--- config.mk ---
export PLATFORM = sky130hd
export DESIGN_NAME = irq_dual_gate_ctrl
export DESIGN_NICKNAME = d
export VERILOG_FILES = /design/src/rtl/idg_pkg.sv /design/src/rtl/idg_state.sv /design/src/rtl/idg_arbiter.sv /design/src/rtl/irq_dual_gate_ctrl.sv
export SDC_FILE = /design/constraint.sdc
export NUM_CORES = 1
export LEC_CHECK = 0
export BUFFER_PORTS_ARGS = -buffer_cell sky130_fd_sc_hd__buf_2
export CORE_ASPECT_RATIO = 2
export CORE_MARGIN = 8
export CORE_UTILIZATION = 39
export DETAILED_ROUTE_END_ITERATION = 10
export GPL_TIMING_DRIVEN = 0
export PLACE_DENSITY = 0.52
export SYNTH_ARGS = -nofsm -noshare
export SYNTH_HDL_FRONTEND = slang
export SYNTH_SLANG_ARGS = --single-unit
--- constraint.sdc ---
create_clock -name clk -period 35.2 [get_ports clk]
set_input_delay 7.04 -clock clk [delete_from_list [all_inputs] [get_ports clk]]
set_output_delay 7.04 -clock clk [all_outputs]
set_load 0.05 [all_outputs]
--- src/rtl/idg_pkg.sv ---
package idg_pkg;
  localparam int ID_W       = 10;
  localparam int SPURIOUS   = 1023;
  localparam int PCPU_LAST  = 28;
  localparam int DATA_W     = 32;

  localparam logic [12:0] OFS_CTRL    = 13'h000;
  localparam logic [12:0] OFS_EN_SET  = 13'h030;
  localparam logic [12:0] OFS_EN_CLR  = 13'h034;
  localparam logic [12:0] OFS_ROUTE   = 13'h100;
  localparam logic [12:0] OFS_ACK     = 13'h044;
  localparam logic [12:0] OFS_MSK_SET = 13'h048;
  localparam logic [12:0] OFS_MSK_CLR = 13'h04C;

  typedef struct packed {
    logic [3:0] fiq;
    logic [3:0] irq;
  } route_t;
endpackage

--- src/rtl/idg_state.sv ---
module idg_state
  import idg_pkg::*;
#(
  parameter int NUM_SRC = 40,
  parameter int NUM_CPU = 4,
  localparam int SRC_W = (NUM_SRC > 1) ? $clog2(NUM_SRC) : 1,
  localparam int CPU_W = (NUM_CPU > 1) ? $clog2(NUM_CPU) : 1
) (
  input  logic                              clk,
  input  logic                              rst_n,
  input  logic                              en_set,
  input  logic                              en_clr,
  input  logic                              msk_set,
  input  logic                              msk_clr,
  input  logic [CPU_W-1:0]                  wr_cpu,
  input  logic [ID_W-1:0]                   wr_idx,
  input  logic                              rt_we,
  input  logic [ID_W:0]                     rt_idx,
  input  route_t                            rt_wdata,
  output logic [NUM_SRC-1:0]                en_q,
  output logic [NUM_CPU-1:0][NUM_SRC-1:0]   msk_q,
  output route_t [NUM_SRC-1:0]              rt_q
);
  logic [NUM_SRC-1:0]              en_d;
  logic [NUM_CPU-1:0][NUM_SRC-1:0] msk_d;
  route_t [NUM_SRC-1:0]            rt_d;
  logic                            idx_ok;
  logic                            rt_ok;
  logic                            upd;

  assign idx_ok = (32'(wr_idx) < NUM_SRC);
  assign rt_ok  = (32'(rt_idx) < NUM_SRC);
  assign upd    = en_set | en_clr | msk_set | msk_clr | rt_we;

  always_comb begin
    en_d  = en_q;
    msk_d = msk_q;
    rt_d  = rt_q;
    if (idx_ok) begin
      if (en_set)  en_d[wr_idx[SRC_W-1:0]] = 1'b1;
      if (en_clr)  en_d[wr_idx[SRC_W-1:0]] = 1'b0;
      if (msk_set) msk_d[wr_cpu][wr_idx[SRC_W-1:0]] = 1'b1;
      if (msk_clr) msk_d[wr_cpu][wr_idx[SRC_W-1:0]] = 1'b0;
    end
    if (rt_we && rt_ok) rt_d[rt_idx[SRC_W-1:0]] = rt_wdata;
  end

  always_ff @(posedge clk or negedge rst_n) begin
    if (!rst_n) begin
      en_q  <= '0;
      msk_q <= '1;
      rt_q  <= '0;
    end else if (upd) begin
      en_q  <= en_d;
      msk_q <= msk_d;
      rt_q  <= rt_d;
    end
  end


  en_set_chk: assert property (@(posedge clk) disable iff (!rst_n)
    (en_set && idx_ok) |=> en_q[$past(wr_idx[SRC_W-1:0])]);

  en_clr_chk: assert property (@(posedge clk) disable iff (!rst_n)
    (en_clr && idx_ok) |=> !en_q[$past(wr_idx[SRC_W-1:0])]);

  msk_set_chk: assert property (@(posedge clk) disable iff (!rst_n)
    (msk_set && idx_ok) |=> msk_q[$past(wr_cpu)][$past(wr_idx[SRC_W-1:0])]);

  range_chk: assert property (@(posedge clk) disable iff (!rst_n)
    ((en_set || en_clr || msk_set || msk_clr) && !idx_ok && !rt_we)
      |=> ($stable(en_q) && $stable(msk_q)));
endmodule

--- src/rtl/idg_arbiter.sv ---
module idg_arbiter
  import idg_pkg::*;
#(
  parameter int NUM_SRC = 40,
  localparam int SRC_W = (NUM_SRC > 1) ? $clog2(NUM_SRC) : 1
) (
  input  logic               clk,
  input  logic               rst_n,
  input  logic [NUM_SRC-1:0] src_level,
  input  logic [NUM_SRC-1:0] en,
  input  logic [NUM_SRC-1:0] msk,
  input  logic [NUM_SRC-1:0] reach,
  output logic               irq,
  output logic [ID_W-1:0]    ack_id
);
  logic [NUM_SRC-1:0] elig;

  assign elig = src_level & en & ~msk & reach;
  assign irq  = |elig;

  always_comb begin
    ack_id = ID_W'(SPURIOUS);
    for (int s = NUM_SRC - 1; s >= 0; s--) begin
      if (elig[s]) ack_id = ID_W'(s);
    end
  end


  ack_range_chk: assert property (@(posedge clk) disable iff (!rst_n)
    (ack_id == ID_W'(SPURIOUS)) || (32'(ack_id) < NUM_SRC));

  irq_ack_chk: assert property (@(posedge clk) disable iff (!rst_n)
    irq == (ack_id != ID_W'(SPURIOUS)));

  ack_elig_chk: assert property (@(posedge clk) disable iff (!rst_n)
    irq |-> elig[ack_id[SRC_W-1:0]]);
endmodule

--- src/rtl/irq_dual_gate_ctrl.sv ---
module irq_dual_gate_ctrl
  import idg_pkg::*;
#(
  parameter int NUM_SRC = 40,
  parameter int NUM_CPU = 4,
  parameter int ADDR_W  = 13,
  localparam int CPU_W = (NUM_CPU > 1) ? $clog2(NUM_CPU) : 1,
  localparam int SRC_W = (NUM_SRC > 1) ? $clog2(NUM_SRC) : 1
) (
  input  logic               clk,
  input  logic               rst_n,
  input  logic [NUM_SRC-1:0] src_level,
  input  logic               bus_sel,
  input  logic               bus_we,
  input  logic               bus_win,
  input  logic [CPU_W-1:0]   bus_cpu,
  input  logic [ADDR_W-1:0]  bus_addr,
  input  logic [DATA_W-1:0]  bus_wdata,
  output logic [DATA_W-1:0]  bus_rdata,
  output logic [NUM_CPU-1:0] cpu_irq
);
  logic                            rst_meta_q, rst_sync_q;
  logic                            wr_g, wr_p, rd;
  logic                            en_set, en_clr, msk_set, msk_clr, rt_we;
  logic                            rt_hit;
  logic [ADDR_W-1:0]               rt_off;
  logic [ID_W:0]                   rt_idx;
  route_t                          rt_wdata;
  logic [NUM_SRC-1:0]              en_q;
  logic [NUM_CPU-1:0][NUM_SRC-1:0] msk_q;
  route_t [NUM_SRC-1:0]            rt_q;
  logic [NUM_CPU-1:0][NUM_SRC-1:0] reach;
  logic [NUM_CPU-1:0][ID_W-1:0]    ack;
  logic [DATA_W-1:0]               rd_d, rd_q;
  logic                            unused_ok;

  always_ff @(posedge clk or negedge rst_n) begin
    if (!rst_n) begin
      rst_meta_q <= 1'b0;
      rst_sync_q <= 1'b0;
    end else begin
      rst_meta_q <= 1'b1;
      rst_sync_q <= rst_meta_q;
    end
  end

  assign wr_g    = bus_sel & bus_we & ~bus_win;
  assign wr_p    = bus_sel & bus_we &  bus_win;
  assign rd      = bus_sel & ~bus_we;
  assign en_set  = wr_g && (bus_addr == ADDR_W'(OFS_EN_SET));
  assign en_clr  = wr_g && (bus_addr == ADDR_W'(OFS_EN_CLR));
  assign msk_set = wr_p && (bus_addr == ADDR_W'(OFS_MSK_SET));
  assign msk_clr = wr_p && (bus_addr == ADDR_W'(OFS_MSK_CLR));

  assign rt_off   = bus_addr - ADDR_W'(OFS_ROUTE);
  assign rt_idx   = (ID_W+1)'(rt_off[ADDR_W-1:2]);
  assign rt_hit   = (bus_addr >= ADDR_W'(OFS_ROUTE)) && (bus_addr[1:0] == 2'b00);
  assign rt_we    = wr_g && rt_hit;
  assign rt_wdata = '{fiq: bus_wdata[11:8], irq: bus_wdata[3:0]};
  assign unused_ok = ^{bus_wdata[DATA_W-1:12], bus_wdata[7:4]};

  idg_state #(.NUM_SRC(NUM_SRC), .NUM_CPU(NUM_CPU)) u_state (
    .clk      (clk),
    .rst_n    (rst_sync_q),
    .en_set   (en_set),
    .en_clr   (en_clr),
    .msk_set  (msk_set),
    .msk_clr  (msk_clr),
    .wr_cpu   (bus_cpu),
    .wr_idx   (bus_wdata[ID_W-1:0]),
    .rt_we    (rt_we),
    .rt_idx   (rt_idx),
    .rt_wdata (rt_wdata),
    .en_q     (en_q),
    .msk_q    (msk_q),
    .rt_q     (rt_q)
  );

  for (genvar c = 0; c < NUM_CPU; c++) begin : g_cpu
    for (genvar s = 0; s < NUM_SRC; s++) begin : g_src
      if (s <= PCPU_LAST) begin : g_local
        assign reach[c][s] = 1'b1;
      end else begin : g_shared
        assign reach[c][s] = rt_q[s].irq[c];
      end
    end
    idg_arbiter #(.NUM_SRC(NUM_SRC)) u_arb (
      .clk       (clk),
      .rst_n     (rst_sync_q),
      .src_level (src_level),
      .en        (en_q),
      .msk       (msk_q[c]),
      .reach     (reach[c]),
      .irq       (cpu_irq[c]),
      .ack_id    (ack[c])
    );
  end

  always_comb begin
    rd_d = '0;
    if (!bus_win) begin
      if (bus_addr == ADDR_W'(OFS_CTRL)) begin
        rd_d[11:2] = ID_W'(NUM_SRC);
      end else if (rt_hit && (32'(rt_idx) < NUM_SRC)) begin
        rd_d[11:8] = rt_q[rt_idx[SRC_W-1:0]].fiq;
        rd_d[3:0]  = rt_q[rt_idx[SRC_W-1:0]].irq;
      end
    end else if (bus_addr == ADDR_W'(OFS_ACK)) begin
      rd_d[ID_W-1:0] = ack[bus_cpu];
    end
  end

  always_ff @(posedge clk or negedge rst_sync_q) begin
    if (!rst_sync_q) rd_q <= '0;
    else if (rd)     rd_q <= rd_d;
  end

  assign bus_rdata = rd_q;


  reset_quiet_chk: assert property (@(posedge clk)
    !rst_sync_q |-> (cpu_irq == '0));
endmodule

==> results.md <==
- Worst setup EP type: primary output
- Count of nets left with antenna violations after detail routing: 0
- CTS hold repair buffers: 0
- Unique masters post-synth: 83
- Critical Path Start Type: primary input
- Time the worst path needs with I/O delays and setup: 16.58 ns
- Detailed router's first-iteration violation count: between 1.5k and 2k
- Power per standard cell area: about 43 mW/mm²
- Status: complete, but fails checks
- Final Non-Filler Cells: 3361
- Critical path's largest stage delay: 1.06 ns
- Worst-path cell chain: buf_2, nand4b_1, nand4_1, nor4b_1, nand3_1, buf_4, buf_2
- Average size of a mapped cell: approximately 12 µm²
- Primary FF master, synth: sky130_fd_sc_hd__dfrtp_1
- I/O Buffers: 80
- Max-Cap Viols: 1
- Number of endpoints with negative hold slack in the final report: 0
- Synthesis-to-layout area growth: 14.0%
- Endpoint arrival time on the critical path: approximately 9.5 ns
- Floorplan core area: slightly below 0.07 mm²
- Pwr Total: around 1.3 mW
- Final routed wire length divided by cell count: 28.1 µm
- Detailed-placement wirelength estimate: 68400 µm
- Root cell of the clock tree: sky130_fd_sc_hd__clkbuf_16
- Commonest cells in the synthesized netlist: sky130_fd_sc_hd__a21oi_1, sky130_fd_sc_hd__dfrtp_1, sky130_fd_sc_hd__mux2_2
- Total wire length: 94300 µm
- Setup violators final: 0
- Fraction of layout instances using a drive strength above 1: around 36%
- Clock Skew: about 0.024 ns
- Largest fanout on the critical path: 4
- I/O pin count: approximately 130
- Post-placement setup slack: 18.62 ns
- CTS tree: done
- Global-route wire length before repair: about 140000 µm
- Number of cell rows: between 100 and 150
- Post-synthesis instance total: roughly 2.3k
- Leakage power: ~14 nW
- Cell with the most instances after synthesis: sky130_fd_sc_hd__a21oi_1
- CTS resizes: 0
- Post-Synthesis Cell Area: 0.0268 mm²
- Worst path slowest cell: sky130_fd_sc_hd__nor4b_1
- Starting utilization of the core area: about two fifths
- Final critical-path share of the clock period: 47.1%
- Seq cells post-synth: ~530
- Pin count of the biggest net entering global routing: 70
- Area share of the largest cell type after synthesis: 35.0%
- Total setup buffers inserted after CTS: 0
- Vias per cell: approximately 6.0
- Kind of critical path: primary input to primary output
- Latest clock arrival within the worst-skew pair: between 0.6 and 0.7 ns
- Number of clock sinks: 534
- Overflow left after global routing: 0
- DR vias: about 20k
- WP data required: 28.16 ns
- Die span in x: slightly above 200 µm
- Relative max-transition margin: -1.18%
- Layout net count: roughly 2.5k
- Maximum buffer depth of the clock tree: 3
- Final setup margin: between 15 and 20 ns
- Count of TritonRoute iterations in the first routing pass: 6
- CTS clock-pin slew for the worst setup and hold paths: around 0.070 ns
- Pins Over Slew Limit: 1
- RSZ-0062 raised after global routing: no
- Die area: roughly 0.08 mm²
- Path type of the worst min-delay path: flop to asynchronous set/reset pin
- Initial antenna violation count: 3
- Overall Global Routing Usage: 23.9%
- Detailed-route DRC error count: 0
- Global placement routability congestion: 0.958
- VDD IR max: ~0.046 mV
- CTS HTree Levels: 2
- Via count of the first global-routing pass: 19.7k
- Cells taking the most area after synthesis: sky130_fd_sc_hd__dfrtp_1, sky130_fd_sc_hd__dfstp_2, sky130_fd_sc_hd__mux2_2
- Cell mode on critical path: sky130_fd_sc_hd__buf_2
- Post-synthesis async set-or-reset flop share: 100%
- Peak Freq: 0.0603 GHz
- Die outline height: 386 µm
- Number of CTS-inserted buffers: between 50 and 60
- Sequential cell area fraction in the yosys report: 50.7%
- Actual slew at the worst max-slew pin: around 1.5 ns
- Cell count after placement: 3264
- Largest area contributor in the synthesized netlist: sky130_fd_sc_hd__dfrtp_1
- Final-layout setup total negative slack: 0 ns
- Failing checks: capacitance limit, slew limit
- Number of synthesized flops with an enable pin: 0
- Number of synthesis warnings: 0
## flip-flops by register name, indices dropped and copies added, names as in the netlist
name / count
u_state.rt_q: 320
u_state.msk_q: 160
u_state.en_q: 40
bus_rdata: 12
rst_meta_q: 1
rst_sync_q: 1
## per-layer routing
metal | vias to the layer above | wire, µm | global-route usage [%]
li1 | 8832 | - | -
met1 | 10400 | 42600 | 34.0
met2 | 693 | 42500 | 37.0
met3 | 165 | 5760 | 3.88
met4 | 4 | 3320 | 8.26
met5 | - | 21 | 0
## worst max-delay path: cells and delay by family
| kind | cells | cell delay, ns |
|---|---|---|
| simple gates | 4 | 1.90 |
| buf+inv | 3 | 0.58 |
## cells in the final DEF (no fill, tap or decap), types with 55 or more instances in the layout
master                     count
sky130_fd_sc_hd__nor2_1      138
sky130_fd_sc_hd__o21ai_0      55
sky130_fd_sc_hd__mux4_2       86
sky130_fd_sc_hd__dfstp_2     160
sky130_fd_sc_hd__dfrtp_1     373
sky130_fd_sc_hd__a21oi_1     430
sky130_fd_sc_hd__nand2_1      73
sky130_fd_sc_hd__buf_2       127
sky130_fd_sc_hd__clkbuf_1     68
sky130_fd_sc_hd__mux2_2      321
## power breakdown
part,internal [mW],total (mW),switching (mW)
Clock,0.366,0.632,0.267
Combinational,0.0176,0.0723,0.0548
Sequential,0.616,0.618,0.00221
## area by class of cell
type	instances	area, µm²
clock inverters	27	468
clock buffers	69	1440
multi-input cells	1587	12500
plain buffers	148	758
inverters	10	37.5
diodes	1	2.50
well taps	897	1120
fillers	6343	37800
flip-flops and latches	534	13600
repair buffers	88	621
## path summary, 6_finish.rpt
check	from	endpoint	slack [ns]	cells past startpoint
max in group asynchronous	rst_n	rst_sync_q$_DFF_PN0_	28.91	1
setup / recovery	src_level[32]	cpu_irq[1]	18.62	7
min in group clk	rst_meta_q$_DFF_PN0_	rst_sync_q$_DFF_PN0_	0.35	0
hold reg to reg	rst_sync_q$_DFF_PN0_	u_state.en_q[23]$_DFFE_PN0P_	0.33	0
hold / removal	rst_sync_q$_DFF_PN0_	u_state.en_q[23]$_DFFE_PN0P_	0.33	0
setup reg to reg	u_state.msk_q[16]$_DFFE_PN1P_	bus_rdata[0]$_DFFE_PN0P_	31.16	8
## per-stage QoR
step | hold WS, ns | util (%) | area [µm²]
5_1_grt | 0.357 | 44.7 | 30500
6_report | 0.330 | 44.7 | 30500
3_5_place_dp | 0.339 | 41.9 | 28600
3_3_place_gp | 0.335 | 41.5 | 28300
4_1_cts | 0.354 | 44.7 | 30500
2_1_floorplan | 0.331 | - | 26800
## logic make-up (layout without fill, tap and decap cells)
kind of cell	count (synthesis)	after routing	synth area share, %
AOI/OAI and AO/OA	634	634	13.4
xor gates and xnor gates	1	1	0.0327
adders and majority gates	1	1	0.0468
buffers and inverters	158	342	2.97
DFF	534	534	50.7
muxes	422	422	21.6
other	2	22	0.0281
and+or+nand+nor	508	508	11.2
(Power assumes the default switching activity.)
